--- config.mk ---
export PLATFORM = sky130hd
export DESIGN_NAME = dram_seq_ctrl
export DESIGN_NICKNAME = d
export VERILOG_FILES = /design/src/rtl/dram_ctrl_pkg.sv /design/src/rtl/dram_refresh_timer.sv /design/src/rtl/dram_addr_split.sv /design/src/rtl/dram_access_seq.sv /design/src/rtl/dram_seq_ctrl.sv
export SDC_FILE = /design/constraint.sdc
export NUM_CORES = 1
export LEC_CHECK = 0
export CAP_MARGIN = 20
export CORE_ASPECT_RATIO = 1.75
export CORE_MARGIN = 5
export CORE_UTILIZATION = 49
export DETAILED_ROUTE_END_ITERATION = 7
export PLACE_DENSITY = 0.89
export SYNTH_ARGS = -nofsm -noshare
export SYNTH_HDL_FRONTEND = slang
export SYNTH_SLANG_ARGS = --single-unit
--- constraint.sdc ---
create_clock -name clk -period 2.3 [get_ports clk]
set_input_delay 0.23 -clock clk [delete_from_list [all_inputs] [get_ports clk]]
set_output_delay 0.23 -clock clk [all_outputs]
set_load 0.01 [all_outputs]
--- src/rtl/dram_ctrl_pkg.sv ---
package dram_ctrl_pkg;

   typedef enum logic [2:0] {
      ST_IDLE,
      ST_ROW,
      ST_COL,
      ST_REF,
      ST_PRE
   } seq_state_t;

   function automatic int unsigned cnt_bits(input int unsigned top);
      return (top < 2) ? 1 : $clog2(top + 1);
   endfunction

   function automatic int unsigned max2(input int unsigned a, input int unsigned b);
      return (a > b) ? a : b;
   endfunction

endpackage

--- src/rtl/dram_refresh_timer.sv ---
module dram_refresh_timer #(
   parameter int unsigned ROW_W    = 4,
   parameter int unsigned INTERVAL = 224
) (
   input  logic             clk,
   input  logic             rst_n,
   input  logic             ref_start,
   input  logic             ref_end,
   output logic             ref_due,
   output logic [ROW_W-1:0] ref_row
);
   localparam int unsigned TW = dram_ctrl_pkg::cnt_bits(INTERVAL - 1);
   localparam logic [TW-1:0] LAST = TW'(INTERVAL - 1);

   logic [TW-1:0] tmr_q;
   logic          tick;

   assign tick = (tmr_q == LAST);

   always_ff @(posedge clk or negedge rst_n) begin
      if (!rst_n) begin
         tmr_q <= '0;
      end else if (tick) begin
         tmr_q <= '0;
      end else begin
         tmr_q <= tmr_q + 1'b1;
      end
   end

   // a tick in the start cycle wins: the new period is still owed
   always_ff @(posedge clk or negedge rst_n) begin
      if (!rst_n) begin
         ref_due <= 1'b0;
      end else if (tick) begin
         ref_due <= 1'b1;
      end else if (ref_start) begin
         ref_due <= 1'b0;
      end
   end

   always_ff @(posedge clk or negedge rst_n) begin
      if (!rst_n) begin
         ref_row <= '0;
      end else if (ref_end) begin
         ref_row <= ref_row + 1'b1;
      end
   end

endmodule

--- src/rtl/dram_addr_split.sv ---
module dram_addr_split #(
   parameter int unsigned ROW_W = 4,
   parameter int unsigned COL_W = 4,
   parameter int unsigned MUX_W = 4
) (
   input  logic [ROW_W+COL_W-1:0] addr,
   input  logic [ROW_W-1:0]       ref_row,
   output logic [MUX_W-1:0]       row_bus,
   output logic [MUX_W-1:0]       col_bus,
   output logic [MUX_W-1:0]       ref_bus
);
   localparam int unsigned ADDR_W = ROW_W + COL_W;

   logic [ROW_W-1:0] row_part;
   logic [COL_W-1:0] col_part;

   assign row_part = addr[ADDR_W-1:COL_W];
   assign col_part = addr[COL_W-1:0];

   generate
      if (ROW_W == MUX_W) begin : g_row_full
         assign row_bus = row_part;
         assign ref_bus = ref_row;
      end else begin : g_row_pad
         assign row_bus = {{(MUX_W-ROW_W){1'b0}}, row_part};
         assign ref_bus = {{(MUX_W-ROW_W){1'b0}}, ref_row};
      end

      if (COL_W == MUX_W) begin : g_col_full
         assign col_bus = col_part;
      end else begin : g_col_pad
         assign col_bus = {{(MUX_W-COL_W){1'b0}}, col_part};
      end
   endgenerate

endmodule

--- src/rtl/dram_access_seq.sv ---
module dram_access_seq
   import dram_ctrl_pkg::*;
#(
   parameter int unsigned MUX_W  = 4,
   parameter int unsigned DATA_W = 8,
   parameter int unsigned T_RCD  = 2,
   parameter int unsigned T_CAS  = 2,
   parameter int unsigned T_RAS  = 3,
   parameter int unsigned T_RP   = 2
) (
   input  logic              clk,
   input  logic              rst_n,
   input  logic              req,
   input  logic              we,
   input  logic [DATA_W-1:0] wdata,
   input  logic [MUX_W-1:0]  row_bus,
   input  logic [MUX_W-1:0]  col_bus,
   input  logic [MUX_W-1:0]  ref_bus,
   input  logic              ref_due,
   input  logic [DATA_W-1:0] dq_in,
   output logic              busy,
   output logic              done,
   output logic [DATA_W-1:0] rdata,
   output logic [MUX_W-1:0]  mem_addr,
   output logic              ras_n,
   output logic              cas_n,
   output logic              we_n,
   output logic [DATA_W-1:0] dq_out,
   output logic              dq_oe,
   output logic              ref_start,
   output logic              ref_end
);
   localparam int unsigned TMAX = max2(max2(T_RCD, T_CAS), max2(T_RAS, T_RP));
   localparam int unsigned CW   = cnt_bits(TMAX);
   localparam logic [CW-1:0] LD_RCD = CW'(T_RCD - 1);
   localparam logic [CW-1:0] LD_CAS = CW'(T_CAS - 1);
   localparam logic [CW-1:0] LD_RAS = CW'(T_RAS - 1);
   localparam logic [CW-1:0] LD_RP  = CW'(T_RP - 1);

   seq_state_t        st;
   logic [CW-1:0]     cnt;
   logic              cnt_zero;
   logic [MUX_W-1:0]  col_q;
   logic              wr_q;

   assign cnt_zero  = (cnt == '0);
   assign busy      = (st != ST_IDLE) || ref_due;
   assign ref_start = (st == ST_IDLE) && ref_due;
   assign ref_end   = (st == ST_REF) && cnt_zero;

   always_ff @(posedge clk or negedge rst_n) begin
      if (!rst_n) begin
         st       <= ST_IDLE;
         cnt      <= '0;
         col_q    <= '0;
         wr_q     <= 1'b0;
         mem_addr <= '0;
         ras_n    <= 1'b1;
         cas_n    <= 1'b1;
         we_n     <= 1'b1;
         dq_oe    <= 1'b0;
         dq_out   <= '0;
         done     <= 1'b0;
         rdata    <= '0;
      end else begin
         done <= 1'b0;
         unique case (st)
            ST_IDLE: begin
               if (ref_due) begin
                  st       <= ST_REF;
                  ras_n    <= 1'b0;
                  mem_addr <= ref_bus;
                  cnt      <= LD_RAS;
               end else if (req) begin
                  st       <= ST_ROW;
                  ras_n    <= 1'b0;
                  mem_addr <= row_bus;
                  col_q    <= col_bus;
                  wr_q     <= we;
                  dq_out   <= wdata;
                  cnt      <= LD_RCD;
               end
            end
            ST_ROW: begin
               if (cnt_zero) begin
                  st       <= ST_COL;
                  cas_n    <= 1'b0;
                  mem_addr <= col_q;
                  we_n     <= ~wr_q;
                  dq_oe    <= wr_q;
                  cnt      <= LD_CAS;
               end else begin
                  cnt <= cnt - 1'b1;
               end
            end
            ST_COL: begin
               if (cnt_zero) begin
                  st    <= ST_PRE;
                  ras_n <= 1'b1;
                  cas_n <= 1'b1;
                  we_n  <= 1'b1;
                  dq_oe <= 1'b0;
                  done  <= 1'b1;
                  if (!wr_q) begin
                     rdata <= dq_in;
                  end
                  cnt   <= LD_RP;
               end else begin
                  cnt <= cnt - 1'b1;
               end
            end
            ST_REF: begin
               if (cnt_zero) begin
                  st    <= ST_PRE;
                  ras_n <= 1'b1;
                  cnt   <= LD_RP;
               end else begin
                  cnt <= cnt - 1'b1;
               end
            end
            ST_PRE: begin
               if (cnt_zero) begin
                  st <= ST_IDLE;
               end else begin
                  cnt <= cnt - 1'b1;
               end
            end
            default: st <= ST_IDLE;
         endcase
      end
   end

endmodule

--- src/rtl/dram_seq_ctrl.sv ---
module dram_seq_ctrl #(
   parameter int unsigned ROW_W         = 4,
   parameter int unsigned COL_W         = 4,
   parameter int unsigned DATA_W        = 8,
   parameter int unsigned T_RCD         = 2,
   parameter int unsigned T_CAS         = 2,
   parameter int unsigned T_RAS         = 3,
   parameter int unsigned T_RP          = 2,
   parameter int unsigned RETENTION_CYC = 4096,
   parameter int unsigned REF_MARGIN    = 32,
   localparam int unsigned ADDR_W       = ROW_W + COL_W,
   localparam int unsigned MUX_W        = (ROW_W > COL_W) ? ROW_W : COL_W
) (
   input  logic              clk,
   input  logic              rst_n,
   input  logic              req,
   input  logic              we,
   input  logic [ADDR_W-1:0] addr,
   input  logic [DATA_W-1:0] wdata,
   output logic              busy,
   output logic              done,
   output logic [DATA_W-1:0] rdata,
   output logic [MUX_W-1:0]  mem_addr,
   output logic              ras_n,
   output logic              cas_n,
   output logic              we_n,
   output logic [DATA_W-1:0] dq_out,
   output logic              dq_oe,
   input  logic [DATA_W-1:0] dq_in
);
   localparam int unsigned NUM_ROWS     = 1 << ROW_W;
   localparam int unsigned REF_INTERVAL = RETENTION_CYC / NUM_ROWS - REF_MARGIN;
   localparam int unsigned MAX_HOLD     = T_RCD + T_CAS + T_RP + 1;

   generate
      if (T_RCD < 1 || T_CAS < 1 || T_RAS < 1 || T_RP < 1) begin : g_bad_timing
         $error("timing parameters must be at least one cycle");
      end
      if (RETENTION_CYC / NUM_ROWS <= REF_MARGIN + T_RAS + T_RP + MAX_HOLD) begin : g_bad_interval
         $error("refresh interval too short for one refresh plus one access");
      end
      if (NUM_ROWS * REF_INTERVAL + MAX_HOLD + T_RAS > RETENTION_CYC) begin : g_bad_sweep
         $error("a full refresh sweep does not fit in the retention window");
      end
   endgenerate

   logic [MUX_W-1:0] row_bus;
   logic [MUX_W-1:0] col_bus;
   logic [MUX_W-1:0] ref_bus;
   logic [ROW_W-1:0] ref_row;
   logic             ref_due;
   logic             ref_start;
   logic             ref_end;

   dram_refresh_timer #(
      .ROW_W    (ROW_W),
      .INTERVAL (REF_INTERVAL)
   ) u_timer (
      .clk       (clk),
      .rst_n     (rst_n),
      .ref_start (ref_start),
      .ref_end   (ref_end),
      .ref_due   (ref_due),
      .ref_row   (ref_row)
   );

   dram_addr_split #(
      .ROW_W (ROW_W),
      .COL_W (COL_W),
      .MUX_W (MUX_W)
   ) u_split (
      .addr    (addr),
      .ref_row (ref_row),
      .row_bus (row_bus),
      .col_bus (col_bus),
      .ref_bus (ref_bus)
   );

   dram_access_seq #(
      .MUX_W  (MUX_W),
      .DATA_W (DATA_W),
      .T_RCD  (T_RCD),
      .T_CAS  (T_CAS),
      .T_RAS  (T_RAS),
      .T_RP   (T_RP)
   ) u_seq (
      .clk       (clk),
      .rst_n     (rst_n),
      .req       (req),
      .we        (we),
      .wdata     (wdata),
      .row_bus   (row_bus),
      .col_bus   (col_bus),
      .ref_bus   (ref_bus),
      .ref_due   (ref_due),
      .dq_in     (dq_in),
      .busy      (busy),
      .done      (done),
      .rdata     (rdata),
      .mem_addr  (mem_addr),
      .ras_n     (ras_n),
      .cas_n     (cas_n),
      .we_n      (we_n),
      .dq_out    (dq_out),
      .dq_oe     (dq_oe),
      .ref_start (ref_start),
      .ref_end   (ref_end)
   );

endmodule

## Yosys cells after proc, flatten, opt, wreduce, memory -nomap -nowiden

Cells that the tools add are included.
Widths: inputs -> output; s select.

| word-level totals | value |
|---|---|
| flip-flop bits (word level) | 48 |
| input bits | 28 |
| output and inout port bits | 26 |

| cells by class | value |
|---|---|
| add/subtract/negate cells | 3 |
| equality and inequality tests | 11 |
| muxes and demuxes | 30 |
| bitwise gates (word level) | 2 |
| reductions and logical operators | 20 |

Operators by type and width:

| kind | number |
|---|---|
| $reduce_and 3->1 | 6 |
| $mux 3 | 5 |
| $mux 4 | 3 |
| $pmux 3 s4 | 1 |
| $mux 1 | 10 |
| $add 8x1->8 const B | 1 |
| $eq 8x8->1 const B | 1 |
| $mux 2 | 4 |
| $mux 8 | 1 |
| $ne 2x1->1 const B | 4 |
| $pmux 1 s2 | 4 |
| $pmux 4 s2 | 1 |
| $reduce_bool 2->1 | 4 |
| $eq 3x2->1 const B | 2 |
| $pmux 2 s3 | 1 |
| $reduce_bool 3->1 | 2 |
| $add 4x1->4 const B | 1 |
| $reduce_and 4->1 | 1 |
| $eq 3x1->1 const B | 1 |
| $eq 3x3->1 const B | 1 |
| $logic_not 3->1 | 1 |
| $ne 3x3->1 const B | 1 |
| $reduce_or 3->1 | 1 |
| $logic_and 1x1->1 | 2 |
| other kinds (6) | 7 |

## Longest topological paths before layout

Gate-level depths: netlist (run 1).

| depth | value |
|---|---|
| depth in word-level cells | 4 |
| gate-level depth with buffers | 7 |

## Hierarchy

A second synthesis (run 1) with hierarchy kept.

| second synthesis, totals | value |
|---|---|
| cell total of the unflattened synthesis | 188 |
| area, all modules | 2,307.2 µm² |

By module, submodules not included:

| module | instances | cells each | area an instance (µm²) | sequential area each (µm²) |
|---|---|---|---|---|
| dram_access_seq | 1 | 128 | 1,652.8 | 879.6 |
| dram_refresh_timer | 1 | 48 | 564.3 | 325.3 |
| dram_addr_split | 1 | 12 | 90.1 | 0.0 |

## Worst setup path before layout (run 1)

OpenSTA, ideal clock, no wires.

| path | value |
|---|---|
| path kind | register -> register |
| from | register u_seq.st[0] |
| to | register u_seq.col_q[3] |
| library setup time | 125 ps |
| data arrival time | 1,736 ps |
| required time | 2,175 ps |
| setup slack | 438 ps |
| stages on the path, launching flop included | 8 |
| clock period less this slack | 1,862 ps |
| cell sequence | dfrtp_1 > buf_6 > or2_1 > buf_6 > or3_1 > buf_6 > buf_12 > mux2_4 |

| on the way | value |
|---|---|
| longest elaborated chain between the ends | 2 |

RTL lines:

| what | line | source |
|---|---|---|
| start: declaration | dram_access_seq.sv:40 | `seq_state_t st;` |
| start signal: assignment | dram_access_seq.sv:53 | `st <= ST_IDLE;` |
| start signal: assignment | dram_access_seq.sv:70 | `st <= ST_REF;` |
| start signal: assignment | dram_access_seq.sv:75 | `st <= ST_ROW;` |
| $logic_not 3->1 | dram_access_seq.sv:67 | `unique case (st)` |
| $reduce_and 3->1 (no source line) | -- |  |
| end signal: assignment | dram_access_seq.sv:78 | `col_q <= col_bus;` |
| end: declaration | dram_access_seq.sv:43 | `logic [MUX_W-1:0] col_q;` |

Every way passes these cells.
A chain may end at the register's enable or synchronous reset.

## Final worst setup path (run 1)

| path | value |
|---|---|
| from | register u_seq.cnt[0] |
| to | register u_seq.mem_addr[0] |

| on the way | value |
|---|---|
| longest elaborated chain between the ends | 3 |

RTL lines:

| what | line | source |
|---|---|---|
| start: declaration | dram_access_seq.sv:41 | `logic [CW-1:0] cnt;` |
| start signal: assignment | dram_access_seq.sv:93 | `cnt <= cnt - 1'b1;` |
| start signal: assignment | dram_access_seq.sv:109 | `cnt <= cnt - 1'b1;` |
| start signal: assignment | dram_access_seq.sv:118 | `cnt <= cnt - 1'b1;` |
| $logic_not 2->1 | dram_access_seq.sv:46 | `assign cnt_zero = (cnt == '0);` |
| $ne 2x1->1 (no source line) | -- |  |
| $reduce_and 3->1 (no source line) | -- |  |
| end signal: assignment | dram_access_seq.sv:72 | `mem_addr <= ref_bus;` |
| end signal: assignment | dram_access_seq.sv:77 | `mem_addr <= row_bus;` |
| end signal: assignment | dram_access_seq.sv:88 | `mem_addr <= col_q;` |
| end: declaration | dram_access_seq.sv:24 | `output logic [MUX_W-1:0] mem_addr,` |

Every way passes these cells.

==> run_results.csv, run 1 <==
group,metric,value,unit
run_status,outcome,"completed",
floorplanning,start_util,0.512,
timing,skew,0.0105,ns
synth,ys_top_cells_by_area,"dfrtp_1, mux2_2, mux2_4",
setup_path,cp-end-kind,"flop",
finish,antenna_cells,0,
global_routing,overflow,0,
setup_path,worst_ep_arrival_time,2.36,ns
timing,finalSetupViolations,0,
drt,wl,4.58,mm
drt,drc,0,
finish,stdcell_count,287,
clock_tree,cts_max_path_buffers,2,
synth,ys_seq_area_frac,0.529,
synth,synth_async_sr_flop_share,1.00,
global_routing,grt_antenna_before_repair,0,
synth,muxShareOfSynthArea,0.185,
synth,ys_seq_elements,48,
setup_path,start_kind,"flop",
synth,synth_nets,211,
clock_tree,cts_buffers,5,
synth,synth_area_per_cell,12.7,µm²
clock_tree,cts_tree,"yes",
drt,wl_per_cell,16.0,µm
drt,dr.pass1.iters,4,
place,dp_cells,278,
clock_tree,clk_pin_slew,0.10,ns
synth,synth_top_family_by_area,"multiplexers",
clock_tree,insertion_delay,0.31,ns
place,post-dp-hpwl,3.36,mm
clock_tree,numClockSinks,48,
synth,synth_ff_type,"dfrtp_1",
floorplanning,row_count,32,
synth,synth_top_area_share,0.495,
finish,final_area,2930,µm²
synth,synth_compound_area_frac,0.0874,
finish,drive_gt1_frac,0.225,
synth,ys_top_cells_by_count,"dfrtp_1, mux2_2, mux2_4",
synth,yosysMostFrequentCell,"dfrtp_1",
global_routing,grt.total_usage,0.164,
finish,synthToLayoutAreaGrowth,28.7,%
hold_path,hold_class,"in2async",
power_and_ir_drop,ir_drop,0.000886,V
synth,synth_warnings,0,
floorplanning,fp.coreArea,4440,µm²
synth,netlist_area,2280,µm²
floorplanning,ios,54,
clock_tree,cts.repair.resized,0,
synth,synth.distinct_cells,47,
clock_tree,h-tree-depth,2,
clock_tree,hold_buffers,1,
finish,final_util,0.660,
drt,first_iter_violations,51,
global_routing,grt_pass1_wl,7.61,mm
floorplanning,die_area,6160,µm²
clock_tree,root_buffer,"clkbuf_8",
global_routing,first_global_vias,1634,
finish,register_area,1200,µm²
timing,fmax,463,MHz
timing,setup_tns,0,ns
setup_path,path_class,"reg2reg",
synth,synth-xor-area-share,0.0269,
timing,fin_crit_sh,0.940,
synth,synthAdderAreaFrac,0.0220,
place,gp_congestion,0.751,
power_and_ir_drop,p_leak,0.00131,µW
timing,worst_pin_slew,0.735,ns
finish,fillCellCount,332,
job,maxCapViolations,0,
timing,slew_violations,0,
setup_path,required,2.50,ns
global_routing,grt_start_max_net_pins,27,
place,placed_area,2830,µm²
timing,rsz0062_at_grt,"no",
drt,via_per_inst,5.61,
place,port_buffers,53,
drt,vias,1611,
synth,synthSimpleGateAreaFrac,0.109,
floorplanning,die_h,100,µm
setup_path,cp_max_fo,8,
timing,slew_headroom,0.510,
finish,multi_input_area,980,µm²
floorplanning,die_x,61.5,µm
finish,final_nets,267,
timing,whs,0.455,ns
synth,synth_edf_count,0,
drt,drtAntennaViolNets,0,
synth,yosys.area.top_type,"dfrtp_1",
power_and_ir_drop,pwr_density_cell,1220,nW/µm²
clock_tree,postCtsSetupBuffers,0,
timing,period_minus_slack,2.16,ns
timing,finalHoldViolations,0,
synth,synthesis.instances,179,
-- flip-flops by register name, summed over array words and instances, names as in the netlist, 2 cells and up --
register and count:
u_seq.dq_out 8, u_seq.rdata 8, u_timer.tmr_q 8, u_seq.col_q 4
u_seq.mem_addr 4, u_timer.ref_row 4, u_seq.st 3, u_seq.cnt 2
-- worst max-delay path, stage by stage, from the launching register on --
cell       delay, ns
dfrtp_1         0.43
inv_1           0.07
ha_1            0.28
inv_1           0.19
a2111oi_2       0.67
mux2_2          0.41
-- through the flow --
| stage | worst slack, ns | power [µW] |
|---|---|---|
| floorplan | 0.438 | 2430 |
| global placement | 0.203 | 3010 |
| detailed placement | 0.178 | 3070 |
| CTS | 0.158 | 3620 |
| global route | 0.0572 | 3800 |
| finish | 0.138 | 3580 |
-- area by class of cell --
type                       instances  share of cell area
clock buffer                       5              0.0235
tap                               51              0.0218
clock inverter                     3             0.00896
inverter                           4             0.00512
timing repair buffer              59               0.195
sequential                        48               0.411
multi-input combinational        117               0.334
-- path summary, 6_finish.rpt --
| path | startpoint | end | slack [ns] | cells past startpoint |
|---|---|---|---|---|
| setup / recovery | u_seq.cnt[0]$_DFFE_PN0P_ | u_seq.mem_addr[0]$_DFFE_PN0P_ | 0.14 | 5 |
| setup reg to reg | u_seq.cnt[0]$_DFFE_PN0P_ | u_seq.mem_addr[0]$_DFFE_PN0P_ | 0.14 | 5 |
| hold reg to reg | u_seq.ras_n$_DFFE_PN1P_ | u_seq.ras_n$_DFFE_PN1P_ | 0.48 | 2 |
| min in group clk | u_seq.ras_n$_DFFE_PN1P_ | u_seq.ras_n$_DFFE_PN1P_ | 0.48 | 2 |
| hold / removal | rst_n | u_seq.st[2]$_DFFE_PN0P_ | 0.45 | 2 |
| max in group asynchronous | rst_n | u_timer.ref_due$_DFFE_PN0P_ | 1.12 | 3 |
-- layer usage --
layer  vias to the layer above  track usage  wire, µm
met3                         7       0.0438       182
li1                        757            -         -
met1                       808        0.193      1810
met2                        39        0.276      2500
met5                         -            0         0
met4                         0       0.0605        85
-- cells in the final DEF (no fill, tap or decap), types with 2 or more instances in the layout --
cell type	n
clkdlybuf4s50_1	52
dfrtp_1	45
mux2_2	24
mux2_4	10
nand2_1	9
nor2_1	8
o21ai_0	7
clkbuf_8	5
buf_4	5
inv_1	4
nand3_1	4
a21oi_1	4
xnor2_1	4
ha_1	4
or3_1	3
nor3_1	3
xor2_1	3
o31ai_1	3
dfstp_2	3
nand4_1	2
or4_1	2
a311oi_1	2
a21o_1	2
nand2b_1	2
inv_6	2
-- logic make-up after synthesis --
family,Yosys count
AND/OR/NAND/NOR,44
multiplexers,34
flip-flops,48
AO/OA/AOI/OAI,28
XOR/XNOR,7
buffers and inverters,14
adder cells (fa/ha/maj),4
-- report_power, final --
| part | leakage [µW] | internal, µW | total, µW | switching (µW) |
|---|---|---|---|---|
| clock network | 0.0000491 | 224 | 531 | 307 |
| registers | 0.000586 | 1180 | 1400 | 215 |
| logic | 0.000670 | 980 | 1650 | 671 |
No activity file was read; power rests on OpenSTA's default activity.
==> run 2, diff against run 1 <==
- CORE_MARGIN: 5 -> 2
==> run_results.csv, run 2 (same netlist as run 1, synthesis figures left out) <==
group,metric,value,unit
finish,final_common_cell,"clkdlybuf4s50_1",
floorplanning,die_area,5230,µm²
clock_tree,insertion_delay,0.31,ns
setup_path,reg2reg_slack,0.24,ns
clock_tree,clk_pin_slew,0.09,ns
clock_tree,cts_max_path_buffers,2,
clock_tree,hold_buffers,0,
finish,synthToLayoutAreaGrowth,29.3,%
place,gp_congestion,0.779,
clock_tree,root_buffer,"clkbuf_8",
floorplanning,ios,54,
timing,setup_tns,0,ns
setup_path,cp-end-kind,"primary output",
clock_tree,cts.repair.resized,0,
power_and_ir_drop,p_leak,0.00131,µW
timing,worst_pin_slew,0.592,ns
run_status,violations,"hold timing",
clock_tree,h-tree-depth,2,
setup_path,start_kind,"flop",
setup_path,cp_max_fo,8,
finish,drive_gt1_frac,0.229,
global_routing,grt.total_usage,0.194,
clock_tree,numClockSinks,48,
timing,fin_ws,0.210,ns
global_routing,grt_antenna_before_repair,0,
drt,dr.pass1.iters,4,
global_routing,first_global_vias,1717,
drt,via_per_inst,5.66,
setup_path,path_class,"reg2out",
global_routing,grt_pass1_wl,7.93,mm
finish,antenna_cells,0,
finish,fillCellCount,325,
drt,vias,1623,
place,post-dp-hpwl,3.29,mm
drt,wl_per_cell,16.0,µm
job,maxCapViolations,0,
finish,register_area,1200,µm²
run_status,outcome,"finished, violations left",
place,port_buffers,53,
finish,final_cell_mix,"clkdlybuf4s50_1, dfrtp_1, mux2_2",
timing,finalHoldViolations,4,
global_routing,grt_start_max_net_pins,49,
clock_tree,cts_buffers,5,
setup_path,timing.critical_path.from,"u_seq.st[0]$_DFFE_PN0P_",
timing,fmax,479,MHz
floorplanning,fp.coreArea,4440,µm²
timing,slew_headroom,0.605,
power_and_ir_drop,ir_drop,0.000864,V
finish,multi_input_area,980,µm²
drt,drtAntennaViolNets,0,
timing,whs,-0.00904,ns
drt,drc,0,
timing,fin_crit_sh,0.909,
timing,period_minus_slack,2.09,ns
place,preCtsSetupSlack,0.249,ns
timing,rsz0062_at_grt,"no",
power_and_ir_drop,power.total,3660,µW
floorplanning,die_h,94.2,µm
clock_tree,cts_tree,"yes",
floorplanning,die_x,55.5,µm
setup_path,rr_startpoint,"u_seq.cnt[0]$_DFFE_PN0P_",
drt,first_iter_violations,39,
floorplanning,row_count,32,
timing,finalSetupViolations,0,
floorplanning,start_util,0.512,
power_and_ir_drop,pwr_density_cell,1240,nW/µm²
timing,slew_violations,0,
hold_path,hold_class,"in2async",
finish,reg.largest.list,"u_seq.dq_out (8), u_seq.rdata (8), u_timer.tmr_q (8)",
global_routing,overflow,0,
timing,skew,0.00644,ns
finish,final_nets,267,
setup_path,worst_ep_arrival_time,1.86,ns
drt,wl,4.58,mm
setup_path,required,2.07,ns
clock_tree,postCtsSetupBuffers,0,
-- run 2: critical path, cell delays in order (launching register included) --
cell	delay, ns
dfrtp_1	0.38
or2_1	0.34
or3_1	0.35
clkdlybuf4s50_1	0.48
-- run 2: path summary, 6_finish.rpt --
| path | end | cells after the start |
|---|---|---|
| min in group clk | u_timer.ref_row[3]$_DFFE_PN0P_ | 1 |
| max in group asynchronous | u_timer.tmr_q[5]$_DFF_PN0_ | 2 |
| setup reg to reg | u_seq.mem_addr[2]$_DFFE_PN0P_ | 5 |
| hold / removal | u_seq.rdata[7]$_DFFE_PN0P_ | 2 |
| hold reg to reg | u_timer.ref_row[3]$_DFFE_PN0P_ | 1 |
| setup / recovery | busy | 3 |
-- run 2: layout make-up --
type | count | area share
Clock buffer | 5 | 0.0234
Sequential cell | 48 | 0.409
Inverter | 4 | 0.00510
Tap cell | 51 | 0.0217
Timing Repair Buffer | 59 | 0.194
Clock inverter | 3 | 0.0144
Multi-Input combinational cell | 117 | 0.333
-- run 2: metrics by stage --
stage	util	instance area, µm²	std cells
2_1_floorplan	-	2280	179
3_3_place_gp	0.638	2830	279
3_5_place_dp	0.638	2830	279
4_1_cts	0.663	2950	287
5_1_grt	0.663	2950	287
6_report	0.663	2950	287
-- run 2: layer usage --
layer,vias up,GRT usage,routed length (µm)
met3,10,0.0289,174
met5,-,0,0
met2,51,0.346,2550
li1,761,-,-
met1,801,0.219,1750
met4,0,0.104,102
-- run 2: power breakdown --
part	total [µW]	switching, µW	internal, µW
Clock	611	289	322
Combinational	1630	651	984
Sequential	1410	231	1180
